==> config.mk <==
export PLATFORM = sky130hd
export DESIGN_NAME = keyed_watchdog
export DESIGN_NICKNAME = d
export VERILOG_FILES = /design/src/rtl/kwd_pkg.sv /design/src/rtl/kwd_keyseq.sv /design/src/rtl/kwd_timebase.sv /design/src/rtl/kwd_cause.sv /design/src/rtl/keyed_watchdog.sv
export SDC_FILE = /design/constraint.sdc
export NUM_CORES = 1
export LEC_CHECK = 0
export BUFFER_PORTS_ARGS = -buffer_cell sky130_fd_sc_hd__buf_2
export CAP_MARGIN = 10
export CORE_ASPECT_RATIO = 0.9
export CORE_MARGIN = 8
export CORE_UTILIZATION = 55
export CTS_CLUSTER_DIAMETER = 50
export DETAILED_ROUTE_END_ITERATION = 8
export GPL_ROUTABILITY_DRIVEN = 0
export HOLD_SLACK_MARGIN = 0.05
export PLACE_DENSITY = 0.79
export SLEW_MARGIN = 10
export SYNTH_ARGS = -nofsm -noshare
export SYNTH_HDL_FRONTEND = slang
export SYNTH_HIERARCHICAL = 1
export SYNTH_SLANG_ARGS = --single-unit
==> constraint.sdc <==
create_clock -name clk -period 4.61 [get_ports clk]
set_input_delay 0.461 -clock clk [delete_from_list [all_inputs] [get_ports clk]]
set_output_delay 0.461 -clock clk [all_outputs]
set_load 0.02 [all_outputs]
==> src/rtl/kwd_pkg.sv <==
// Shared constants and types for the keyed watchdog.
// Assumes a 16-bit register bus and eight exponent select taps.
package kwd_pkg;

    localparam int unsigned DATA_W  = 16;
    localparam int unsigned NUM_SEL = 8;

    typedef enum logic [1:0] {
        REG_CTRL   = 2'd0,
        REG_CNT_LO = 2'd1,
        REG_CNT_HI = 2'd2,
        REG_CAUSE  = 2'd3
    } reg_sel_e;

    localparam logic [DATA_W-1:0] KEY_OPEN_A = 16'h3333;
    localparam logic [DATA_W-1:0] KEY_OPEN_B = 16'hCCCC;
    localparam logic [DATA_W-1:0] KEY_KICK_A = 16'hAAAA;
    localparam logic [DATA_W-1:0] KEY_KICK_B = 16'h5555;

    localparam int unsigned BIT_RUN   = 15;
    localparam int unsigned BIT_RSTEN = 14;
    localparam int unsigned BIT_FLAG  = 12;

    typedef enum logic [1:0] {
        UNL_IDLE = 2'd0,
        UNL_HALF = 2'd1,
        UNL_OPEN = 2'd2
    } unl_st_e;

    typedef enum logic {
        KA_IDLE = 1'b0,
        KA_HALF = 1'b1
    } ka_st_e;

endpackage

==> src/rtl/kwd_keyseq.sv <==
// Key sequence detectors for the control register.
// Watches every control write. It flags the write that follows a complete
// unlock key as a configuration write, and it pulses kick on a complete
// keep-alive key. Outputs are combinational and valid in the cycle of the write.
// Assumes ctrl_wr is high for one cycle per write.
module kwd_keyseq
    import kwd_pkg::*;
(
    input  logic              clk,
    input  logic              rst_n,
    input  logic              ctrl_wr,
    input  logic [DATA_W-1:0] wdata,
    output logic              cfg_wr,
    output logic              kick
);

    unl_st_e unl_q, unl_d;
    ka_st_e  ka_q,  ka_d;

    // Next state of the unlock detector.
    always_comb begin
        unl_d = unl_q;
        if (ctrl_wr) begin
            case (unl_q)
                UNL_IDLE: unl_d = (wdata == KEY_OPEN_A) ? UNL_HALF : UNL_IDLE;
                UNL_HALF: begin
                    if (wdata == KEY_OPEN_B)      unl_d = UNL_OPEN;
                    else if (wdata == KEY_OPEN_A) unl_d = UNL_HALF;
                    else                          unl_d = UNL_IDLE;
                end
                default:  unl_d = UNL_IDLE;
            endcase
        end
    end

    // The write that follows a full unlock key carries the configuration.
    assign cfg_wr = ctrl_wr && (unl_q == UNL_OPEN);

    // Next state of the keep-alive detector and its kick pulse.
    always_comb begin
        ka_d = ka_q;
        kick = 1'b0;
        if (ctrl_wr) begin
            if (unl_q == UNL_OPEN) begin
                ka_d = KA_IDLE;
            end else begin
                case (ka_q)
                    KA_IDLE: ka_d = (wdata == KEY_KICK_A) ? KA_HALF : KA_IDLE;
                    default: begin
                        if (wdata == KEY_KICK_B) begin
                            kick = 1'b1;
                            ka_d = KA_IDLE;
                        end else if (wdata == KEY_KICK_A) begin
                            ka_d = KA_HALF;
                        end else begin
                            ka_d = KA_IDLE;
                        end
                    end
                endcase
            end
        end
    end

    // State registers of both detectors.
    always_ff @(posedge clk) begin
        if (!rst_n) begin
            unl_q <= UNL_IDLE;
            ka_q  <= KA_IDLE;
        end else begin
            unl_q <= unl_d;
            ka_q  <= ka_d;
        end
    end

endmodule

==> src/rtl/kwd_timebase.sv <==
// Watchdog counter with one-hot exponent compare.
// Counts while run is high. It flags expiry when the count reaches
// 2^EXP_TAB[i]-1 for the single selected tap i, and then wraps to zero.
// A zero or multi-hot select never expires. Restart has priority over expiry.
// Assumes every EXP_TAB entry is at most CNT_W.
module kwd_timebase
    import kwd_pkg::*;
#(
    parameter int unsigned CNT_W            = 32,
    parameter int unsigned EXP_TAB [NUM_SEL] = '{14, 24, 25, 26, 27, 28, 29, 30}
) (
    input  logic               clk,
    input  logic               rst_n,
    input  logic               run,
    input  logic [NUM_SEL-1:0] exp_sel,
    input  logic               restart,
    output logic [CNT_W-1:0]   cnt,
    output logic               expire
);

    localparam logic [CNT_W-1:0] UNIT = 1;

    logic [CNT_W-1:0]   cnt_q;
    logic [NUM_SEL-1:0] hit_vec;
    logic               sel_ok;

    // True when exactly one select bit is set.
    function automatic logic single_bit(input logic [NUM_SEL-1:0] v);
        int unsigned n;
        n = 0;
        for (int i = 0; i < NUM_SEL; i++) n += v[i];
        return (n == 1);
    endfunction

    // One terminal-count comparator per exponent tap.
    for (genvar gi = 0; gi < NUM_SEL; gi++) begin : g_tap
        localparam logic [CNT_W-1:0] LAST = (UNIT << EXP_TAB[gi]) - UNIT;
        assign hit_vec[gi] = exp_sel[gi] && (cnt_q == LAST);
    end

    assign sel_ok = single_bit(exp_sel);
    assign expire = run && sel_ok && (|hit_vec) && !restart;

    // Count register: restart, wrap on expiry, or advance while running.
    always_ff @(posedge clk) begin
        if (!rst_n) begin
            cnt_q <= '0;
        end else if (restart || expire) begin
            cnt_q <= '0;
        end else if (run) begin
            cnt_q <= cnt_q + UNIT;
        end
    end

    assign cnt = cnt_q;

endmodule

==> src/rtl/kwd_cause.sv <==
// Sticky reset-cause bit.
// Set by a reset request and cleared by a software write of one. Only the
// power-on reset clears it, so it survives the system reset it reports.
// Set wins over clear in the same cycle.
module kwd_cause (
    input  logic clk,
    input  logic por_n,
    input  logic set,
    input  logic clr,
    output logic cause
);

    logic cause_q;

    // Hold the cause until software or power-on clears it.
    always_ff @(posedge clk) begin
        if (!por_n) begin
            cause_q <= 1'b0;
        end else if (set) begin
            cause_q <= 1'b1;
        end else if (clr) begin
            cause_q <= 1'b0;
        end
    end

    assign cause = cause_q;

endmodule

==> src/rtl/keyed_watchdog.sv <==
// Keyed-access watchdog timer, top level.
// Decodes the register bus, holds the guarded configuration and the interrupt
// flag, and issues a one-cycle reset request on expiry when enabled.
// Assumes 17 <= CNT_W <= 32. Read data is combinational from bus_sel.
module keyed_watchdog
    import kwd_pkg::*;
#(
    parameter int unsigned CNT_W            = 32,
    parameter int unsigned EXP_TAB [NUM_SEL] = '{14, 24, 25, 26, 27, 28, 29, 30}
) (
    input  logic              clk,
    input  logic              rst_n,
    input  logic              por_n,
    input  logic              bus_wr,
    input  logic [1:0]        bus_sel,
    input  logic [DATA_W-1:0] bus_wdata,
    output logic [DATA_W-1:0] bus_rdata,
    output logic              wdt_irq,
    output logic              sys_rst_req
);

    logic               ctrl_wr;
    logic               cause_wr;
    logic               cfg_wr;
    logic               kick;
    logic               expire;
    logic               run_q;
    logic               rsten_q;
    logic               flag_q;
    logic [NUM_SEL-1:0] exp_q;
    logic               rst_req_q;
    logic               cause;
    logic [CNT_W-1:0]   cnt_q;
    logic [31:0]        cnt_ext;

    assign ctrl_wr  = bus_wr && (bus_sel == REG_CTRL);
    assign cause_wr = bus_wr && (bus_sel == REG_CAUSE);

    kwd_keyseq u_keyseq (
        .clk     (clk),
        .rst_n   (rst_n),
        .ctrl_wr (ctrl_wr),
        .wdata   (bus_wdata),
        .cfg_wr  (cfg_wr),
        .kick    (kick)
    );

    kwd_timebase #(
        .CNT_W   (CNT_W),
        .EXP_TAB (EXP_TAB)
    ) u_timebase (
        .clk     (clk),
        .rst_n   (rst_n),
        .run     (run_q),
        .exp_sel (exp_q),
        .restart (cfg_wr || kick),
        .cnt     (cnt_q),
        .expire  (expire)
    );

    kwd_cause u_cause (
        .clk   (clk),
        .por_n (por_n),
        .set   (expire && rsten_q),
        .clr   (cause_wr && bus_wdata[0]),
        .cause (cause)
    );

    // Guarded configuration fields, loaded only by an unlocked write.
    always_ff @(posedge clk) begin
        if (!rst_n) begin
            run_q   <= 1'b0;
            rsten_q <= 1'b0;
            exp_q   <= '0;
        end else if (cfg_wr) begin
            run_q   <= bus_wdata[BIT_RUN];
            rsten_q <= bus_wdata[BIT_RSTEN];
            exp_q   <= bus_wdata[NUM_SEL-1:0];
        end
    end

    // Interrupt flag: set on expiry, cleared by an unlocked write of one.
    always_ff @(posedge clk) begin
        if (!rst_n) begin
            flag_q <= 1'b0;
        end else if (expire) begin
            flag_q <= 1'b1;
        end else if (cfg_wr && bus_wdata[BIT_FLAG]) begin
            flag_q <= 1'b0;
        end
    end

    // One-cycle reset request on an enabled expiry.
    always_ff @(posedge clk) begin
        if (!rst_n) begin
            rst_req_q <= 1'b0;
        end else begin
            rst_req_q <= expire && rsten_q;
        end
    end

    assign cnt_ext = 32'(cnt_q);

    // Read multiplexer over the four registers.
    always_comb begin
        bus_rdata = '0;
        case (bus_sel)
            REG_CTRL: begin
                bus_rdata[BIT_RUN]       = run_q;
                bus_rdata[BIT_RSTEN]     = rsten_q;
                bus_rdata[BIT_FLAG]      = flag_q;
                bus_rdata[NUM_SEL-1:0]   = exp_q;
            end
            REG_CNT_LO: bus_rdata = cnt_ext[15:0];
            REG_CNT_HI: bus_rdata = cnt_ext[31:16];
            default:    bus_rdata[0] = cause;
        endcase
    end

    assign wdt_irq     = flag_q;
    assign sys_rst_req = rst_req_q;

endmodule

Yosys cells after proc, flatten, opt, wreduce, memory -nomap -nowiden
Cells that the tools add are included.
{"block": "word_totals", "reg_bits": 48, "input_bits": 22, "output_inout_bits": 18, "wordCells": 83}
{"block": "classes", "add_sub_neg": 8, "eq_ne": 18, "mux": 21, "bitwise": 1, "reduce_logical": 26}
{"op": "32-bit by 1-bit adder with 32-bit output", "n": 6}
{"op": "32-bit by 1-bit adder with 32-bit output (second input constant)", "n": 1}
{"op": "16-bit == test (second input constant)", "n": 2}
{"op": "32-bit by 1-bit == test with 1-bit output (second input constant)", "n": 1}
{"op": "32-bit by 14-bit == test with 1-bit output (second input constant)", "n": 1}
{"op": "32-bit by 24-bit == test with 1-bit output (second input constant)", "n": 1}
{"op": "32-bit by 25-bit == test with 1-bit output (second input constant)", "n": 1}
{"op": "32-bit by 26-bit == test with 1-bit output (second input constant)", "n": 1}
{"op": "32-bit by 27-bit == test with 1-bit output (second input constant)", "n": 1}
{"op": "32-bit by 28-bit == test with 1-bit output (second input constant)", "n": 1}
{"op": "32-bit by 29-bit == test with 1-bit output (second input constant)", "n": 1}
{"op": "32-bit by 30-bit == test with 1-bit output (second input constant)", "n": 1}
{"op": "7-bit one-hot mux with 3 select lines", "n": 1}
{"op": "1-bit logical AND", "n": 17}
{"op": "16-bit by 14-bit == test with 1-bit output (second input constant)", "n": 1}
{"op": "16-bit by 15-bit == test with 1-bit output (second input constant)", "n": 1}
{"op": "1-bit 2-to-1 mux", "n": 13}
{"op": "4-bit one-hot mux with 2 select lines", "n": 1}
{"op": "8-bit OR reduction", "n": 1}
{"op": "2-bit == test (second input constant)", "n": 3}
{"op": "1-bit one-hot mux with 3 select lines", "n": 2}
{"op": "2-bit one-hot mux with 3 select lines", "n": 1}
{"op": "2-bit by 1-bit == test with 1-bit output (second input constant)", "n": 2}
{"op": "2-bit logical NOT", "n": 2}
{"op": "9 further kinds", "n": 11}

Longest topological paths before layout
Gate-level depths: netlist of the first run.
{"block": "depth", "ltp_word": 13, "mapped_depth": 14, "depth_no_buf": 13}

Modules after synthesis
The synthesis of the first run kept the hierarchy.
{"module": "kwd_timebase", "instances": 1, "cells_each": 219, "area_each_um2": 1963.1, "seq_area_each_um2": 640.6}
{"module": "keyed_watchdog", "instances": 1, "cells_each": 86, "area_each_um2": 797.0, "seq_area_each_um2": 240.2}
{"module": "kwd_keyseq", "instances": 1, "cells_each": 29, "area_each_um2": 237.7, "seq_area_each_um2": 60.1}
{"module": "kwd_cause", "instances": 1, "cells_each": 3, "area_each_um2": 41.3, "seq_area_each_um2": 20.0}

Least setup slack after synthesis of the first run
Ideal clock, no wire load.
{"block": "synth_path", "path_kind": "register to register", "startpoint": "register exp_q[0]", "endpoint": "register u_timebase.cnt_q[3], in the netlist u_timebase/cnt[3]", "setup_ns": 0.116, "arrival_time_ns": 3.336, "required_ns": 4.494, "slack_ns": 1.158, "path_stages_with_launch": 15, "n_path_buf": 2, "period_less_slack_ns": 3.452, "cell_sequence": "dfxtp_1 > fa_1 > inv_1 > fa_1 > fa_1 > fa_1 > inv_1 > ha_1 > nand2b_1 > o21ai_0 > and2_1 > and4_1 > buf_2 > buf_4 > nor3_1"}
{"block": "synth_via", "elab_chain_cells": 13, "elab_cells_between_ends": 15, "classes_between": "add/sub: 7; eq/ne: 1; reduce/logical: 7"}
{"element": "start, declared", "line_no": "keyed_watchdog.sv:30", "rtl": "logic [NUM_SEL-1:0] exp_q;"}
{"element": "start signal, assigned", "line_no": "keyed_watchdog.sv:78", "rtl": "exp_q <= bus_wdata[NUM_SEL-1:0];"}
{"element": "1-bit by 1-bit adder with 2-bit output", "line_no": "kwd_timebase.sv:31", "rtl": "for (int i = 0; i < NUM_SEL; i++) n += v[i];"}
{"element": "32-bit by 1-bit adder with 32-bit output (6 in series)", "line_no": "kwd_timebase.sv:31"}
{"element": "32-bit by 1-bit == test with 1-bit output", "line_no": "kwd_timebase.sv:32", "rtl": "return (n == 1);"}
{"element": "1-bit logical AND", "line_no": "kwd_timebase.sv:42", "rtl": "assign expire = run && sel_ok && (|hit_vec) && !restart;"}
{"element": "1-bit logical AND * (2 in series)", "line_no": "kwd_timebase.sv:42"}
{"element": "1-bit logical OR *", "line_no": "kwd_timebase.sv:48", "rtl": "end else if (restart || expire) begin"}
{"element": "2-bit OR reduction (no line) *"}
{"element": "end signal, assigned", "line_no": "kwd_timebase.sv:51", "rtl": "cnt_q <= cnt_q + UNIT;"}
{"element": "end, declared", "line_no": "kwd_timebase.sv:23", "rtl": "logic [CNT_W-1:0] cnt_q;"}
Every way passes the cells marked *; elsewhere a longest branch is shown, timed or not.
A chain may end at the register's enable or synchronous reset.

Final worst setup path of the first run
{"block": "layout_path", "startpoint": "register exp_q[1]", "endpoint": "register u_timebase.cnt_q[15], in the netlist u_timebase/cnt[15]"}
Same word-level chain as after synthesis.

==> flow_metrics.tcl, run 1 <==
set metrics [dict create \
    cts.repair.resized 0 \
    stdcell_count 434 \
    finalCritPeriodShare_pct 84.3 \
    drt_iter0_markers 272 \
    setup_viol 0 \
    synth_ff_type "dfxtp_1" \
    vias_per_cell 6.18 \
    first_pass_iters 8 \
    worst_slew_pin_slew_ps 769 \
    insertion_delay_ps 310 \
    yosys_warnings 6 \
    relSlewSlack_pct 48.6 \
    r2r_setup_slack_ps 720 \
    cp_slowest_cell "o311ai_4" \
    synth_edf_count 0 \
    vias 2681 \
    rsz0062_at_grt "no" \
    routed_wl_mm 7.88 \
    leakagePower_nw 1.23 \
    critPathLaunchType "register" \
    end_kind "register" \
    cts_max_path_buffers 2 \
    htree_levels 2 \
    power_w 0.000753 \
    clk_pin_slew_worst_paths_ps 80 \
    post-dp-hpwl_mm 5.79 \
    skew_ps 4.80 \
    crit_top_cell "fa_1" \
    die_w_um 94.4 \
    syn_area_per_cell_um2 9.02 \
    crit_type "reg2reg" \
    placed_cells 426 \
    cts_tree "built" \
    clock_sinks 48 \
    critPathMaxFanout 15 \
    drc 0 \
    grt_pass1_vias 2456 \
    synth_nets 370 \
    ant_nets 0 \
    crit_chain "fa_1 -> inv_1 -> fa_1 -> fa_1 -> fa_1 -> inv_1 -> ha_1 -> nand2b_1 -> o21ai_0 -> nand3_1 -> o311ai_4 -> nor3_1" \
    hold_path_class "in2reg" \
    cts_buffers 5 \
    fmax_ghz 0.257 \
    antennaDiodeCount 0 \
    finalSetupTns_ps 0 \
    report.final.hold_viol_count 0 \
    fin_util_pct 62.6 \
    power_density_mw_per_mm2 228 \
    io_pins 40 \
    final_common_cell "dfxtp_1" \
    postCtsSetupBuffers 0 \
    max_stage_delay_ps 670 \
    syn_inst 337 \
    most-common-layout-cells "dfxtp_1, buf_2, nor2_1, nand2_1, nor2b_1" \
    crit_required_ps 4770 \
    ys_seq_area_share_pct 31.6 \
    start_util_pct 57.5 \
    grt_max_degree 19 \
    core_mm2 0.00529 \
    ir_drop_mv 0.184 \
    grt_pass1_wl_mm 12.6 \
    cap_viol_max_count 0 \
    largest_reg_flops 32 \
    die-area_mm2 0.00816 \
    slew_violations 0 \
    port_buffers 39 \
    gr-total-overflow 0 \
    syn2layout_area_growth_pct 8.89 \
    postSynth.asyncResetShare_pct 0 \
    worstPathArrival_ps 4050 \
    ys_ff_latch 48 \
    die_h_um 86.5 \
    synth_area_mm2 0.00304 \
    outcome "finished, final reports clean" \
    wl_per_cell_um 18.2 \
    crit_family "adder cells" \
    root_buffer "clkbuf_8" \
    ys_types 57 \
    drive_gt1_share_pct 17.4 \
    ctsHoldBuffers 0 \
    period_needed_ps 3890 \
    final_nets 399 \
    fin_hold_ws_ps 362 \
    antenna_found_initial 0 \
    rows 25 \
    worst-path-buf-inv 2 \
    grt_usage_pct 19.5 \
]
-- synth_stat cells, types with 2 or more instances --
| master | instances | area, um2 |
|---|---|---|
| nor4_1 | 10 | 62.6 |
| and3_1 | 6 | 37.5 |
| dfxtp_1 | 48 | 961 |
| o21a_1 | 2 | 15.0 |
| nor4_4 | 2 | 42.5 |
| nor4b_1 | 2 | 17.5 |
| xor2_1 | 16 | 140 |
| buf_2 | 5 | 25.0 |
| nand2_1 | 21 | 78.8 |
| and4_1 | 7 | 61.3 |
| a222oi_1 | 11 | 110 |
| nand2b_1 | 3 | 18.8 |
| nand3_1 | 13 | 65.1 |
| fa_1 | 4 | 80.1 |
| nand4b_1 | 2 | 17.5 |
| nor2b_1 | 18 | 113 |
| nor2_1 | 34 | 128 |
| ha_1 | 7 | 87.6 |
| mux2i_1 | 15 | 150 |
| clkbuf_1 | 4 | 15.0 |
| and2_1 | 7 | 43.8 |
| buf_4 | 4 | 30.0 |
| xnor2_1 | 15 | 131 |
| inv_1 | 15 | 56.3 |
| nor3b_1 | 2 | 15.0 |
| a22oi_1 | 5 | 37.5 |
| nand4_1 | 12 | 75.1 |
| nor3_1 | 16 | 80.1 |
| buf_6 | 3 | 33.8 |
-- kinds of logic (layout without fill, tap and decap cells) --
family | after synthesis | after routing | synth area share (%)
adder cells (fa/ha/maj) | 11 | 11 | 5.52
XOR/XNOR | 31 | 31 | 8.93
flip-flops | 48 | 48 | 31.6
buffers and inverters | 33 | 63 | 5.93
multiplexers | 15 | 15 | 4.94
AO/OA/AOI/OAI | 29 | 29 | 9.88
AND/OR/NAND/NOR | 170 | 170 | 33.2
-- where the power goes --
part           internal, W    switching (W)  total (W)
sequential        0.000414  0.0000000000376   0.000414
clock             0.000161         0.000137   0.000298
combinational    0.0000153        0.0000259  0.0000412
-- layer usage --
metal	vias to the layer above	wire [um]	global-route usage [%]
met4	0	115	6.76
met2	125	3330	28.2
met3	12	696	4.66
met5	-	0	0
met1	1262	3740	27.3
li1	1282	-	-
-- worst paths after layout --
check | from | end | depth (start not counted)
worst max-delay path | exp_q[1] | u_timebase/cnt[15] | 12
worst min-delay path | por_n | u_cause/cause | 2
worst max register to register | exp_q[1] | u_timebase/cnt[15] | 12
worst min register to register | u_keyseq/unl_q[0] | u_keyseq/unl_q[0] | 2
-- layout make-up --
type | count | area [um2]
Clock buffer | 6 | 72.6
Inverter | 15 | 56.3
Timing Repair Buffer | 40 | 203
Clock inverter | 2 | 35.0
Sequential cell | 48 | 961
Tap cell | 67 | 83.8
Multi-Input combinational cell | 256 | 1900
Fill cell | 454 | 1980
-- metrics by stage --
stage               cell area (um2)  setup slack, ps
finish                         3310              724
global route                   3310              535
CTS                            3310              755
detailed placement             3200              758
global placement               3200              837
floorplan                      3040             1160
Note: power is estimated with default switching activity, not from simulation.
==> inputs of run 2 (changes only) <==
==> constraint.sdc (replaced) <==
create_clock -name clk -period 3.9 [get_ports clk]
set_input_delay 0.39 -clock clk [delete_from_list [all_inputs] [get_ports clk]]
set_output_delay 0.39 -clock clk [all_outputs]
set_load 0.02 [all_outputs]
==> run 2 against run 1 <==
Effect of this change:
- total power up 24%
- critical endpoint is now u_timebase/cnt[29]
- combinational power up 25%
- routed wire length grew 1.6%
- cell count up 0.92%
==> flow_metrics.tcl, run 2 (synthesized netlist as in run 1, its figures left out) <==
set metrics [dict create \
    finalSetupTns_ps 0 \
    ir_drop_mv 0.185 \
    wl_per_cell_um 18.3 \
    root_buffer "clkbuf_8" \
    outcome "finished, final reports clean" \
    crit_top_cell "fa_1" \
    insertion_delay_ps 290 \
    final_nets 403 \
    io_pins 40 \
    grt_pass1_vias 2531 \
    crit_type "reg2reg" \
    drc 0 \
    routed_wl_mm 8.01 \
    grt_usage_pct 19.9 \
    rows 25 \
    crit_required_ps 4100 \
    finalCritPeriodShare_pct 92.5 \
    critPathMaxFanout 11 \
    relSlewSlack_pct 52.5 \
    skew_ps 6.59 \
    gr-total-overflow 0 \
    postCtsSetupBuffers 0 \
    drt_iter0_markers 336 \
    clk_pin_slew_worst_paths_ps 90 \
    cap_viol_max_count 0 \
    worst-path-buf-inv 3 \
    final_common_cell "dfxtp_1" \
    rsz0062_at_grt "no" \
    port_buffers 39 \
    end_kind "register" \
    worstPathArrival_ps 3800 \
    start_util_pct 57.5 \
    die-area_mm2 0.00816 \
    die_h_um 86.5 \
    grt_pass1_wl_mm 12.9 \
    cts.repair.resized 0 \
    period_needed_ps 3610 \
    fmax_ghz 0.277 \
    clock_sinks 48 \
    die_w_um 94.4 \
    grt_max_degree 19 \
    max_stage_delay_ps 520 \
    largest_reg_flops 32 \
    cts_tree "built" \
    slew_violations 0 \
    syn2layout_area_growth_pct 10.5 \
    cts_max_path_buffers 2 \
    cp_slowest_cell "fa_1" \
    htree_levels 2 \
    crit_chain "fa_1 -> inv_1 -> fa_1 -> fa_1 -> fa_1 -> inv_1 -> ha_1 -> nand2b_1 -> o21ai_0 -> and2_1 -> a41o_1 -> buf_4 -> nor2_1" \
    ant_nets 0 \
    cts_buffers 5 \
    first_pass_iters 7 \
    drive_gt1_share_pct 18.6 \
    setup_viol 0 \
    most-common-layout-cells "dfxtp_1, buf_2, nor2_1, nand2_1, nor2b_1" \
    antenna_found_initial 0 \
    antennaDiodeCount 0 \
    power_w 0.000930 \
    post-dp-hpwl_mm 5.90 \
    vias_per_cell 6.21 \
    leakagePower_nw 1.26 \
    nFillCells 450 \
    crit_family "adder cells" \
    report.final.hold_viol_count 0 \
    hold_path_class "in2reg" \
    core_mm2 0.00529 \
    power_density_mw_per_mm2 277 \
    ctsHoldBuffers 0 \
    vias 2722 \
    worst_slew_pin_slew_ps 712 \
    critPathLaunchType "register" \
]
run 2: cell types whose count changed in the layout (fill, tap and decap cells not counted):
cell	previous run	this run
buf_4	1	5
clkbuf_8	5	7
clkbuf_1	1	0
clkinv_2	1	0
run 2: power by group:
part | internal [W] | switching, W
registers | 0.000490 | 0.0000000000491
clock network | 0.000226 | 0.000163
logic | 0.0000201 | 0.0000314
run 2: routing by layer:
| metal | share of wire, % | GRT usage [%] | vias up |
|---|---|---|---|
| li1 | - | - | 1285 |
| met1 | 46 | 27.9 | 1241 |
| met2 | 41 | 28.6 | 165 |
| met3 | 10 | 4.15 | 31 |
| met4 | 2.5 | 7.63 | 0 |
| met5 | 0 | 0 | - |
run 2: through the flow:
step / utilization [%] / setup WS, ps / instances / hold slack [ps] / cell area (um2)
final: 63.5 / 291 / 438 / 296 / 3360
after global routing: 63.5 / 120 / 438 / 305 / 3360
after detailed placement: 61.1 / 304 / 430 / 452 / 3230
after CTS: 63.5 / 303 / 438 / 294 / 3360
after floorplan: - / 448 / 337 / 433 / 3040
after global placement: 61.1 / 412 / 430 / 445 / 3230
run 2: cell type report:
cell class	count	area, um2	share of cell area (%)
multi-input combinational	256	1900	56.5
sequential	48	961	28.6
timing repair buffer	44	233	6.93
clock buffer	7	96.3	2.87
tap	67	83.8	2.50
inverter	15	56.3	1.68
clock inverter	1	30.0	0.894
run 2: worst register-to-register path: stages (launching register included):
cell      delay (ps)
dfxtp_1          450
fa_1             450
inv_1             80
fa_1             420
fa_1             390
fa_1             520
inv_1             50
ha_1             200
nand2b_1         130
o21ai_0           90
and2_1           210
a41o_1           260
buf_4            200
nor2_1            60
run 2: path summary, 6_finish.rpt:
| kind | start | end | slack (ps) | cells after the start |
|---|---|---|---|---|
| min | por_n | u_cause/cause | 300 | 2 |
| min reg2reg | u_keyseq/unl_q[0] | u_keyseq/unl_q[0] | 470 | 2 |
| max | exp_q[1] | u_timebase/cnt[29] | 290 | 13 |
| max reg2reg | exp_q[1] | u_timebase/cnt[29] | 290 | 13 |
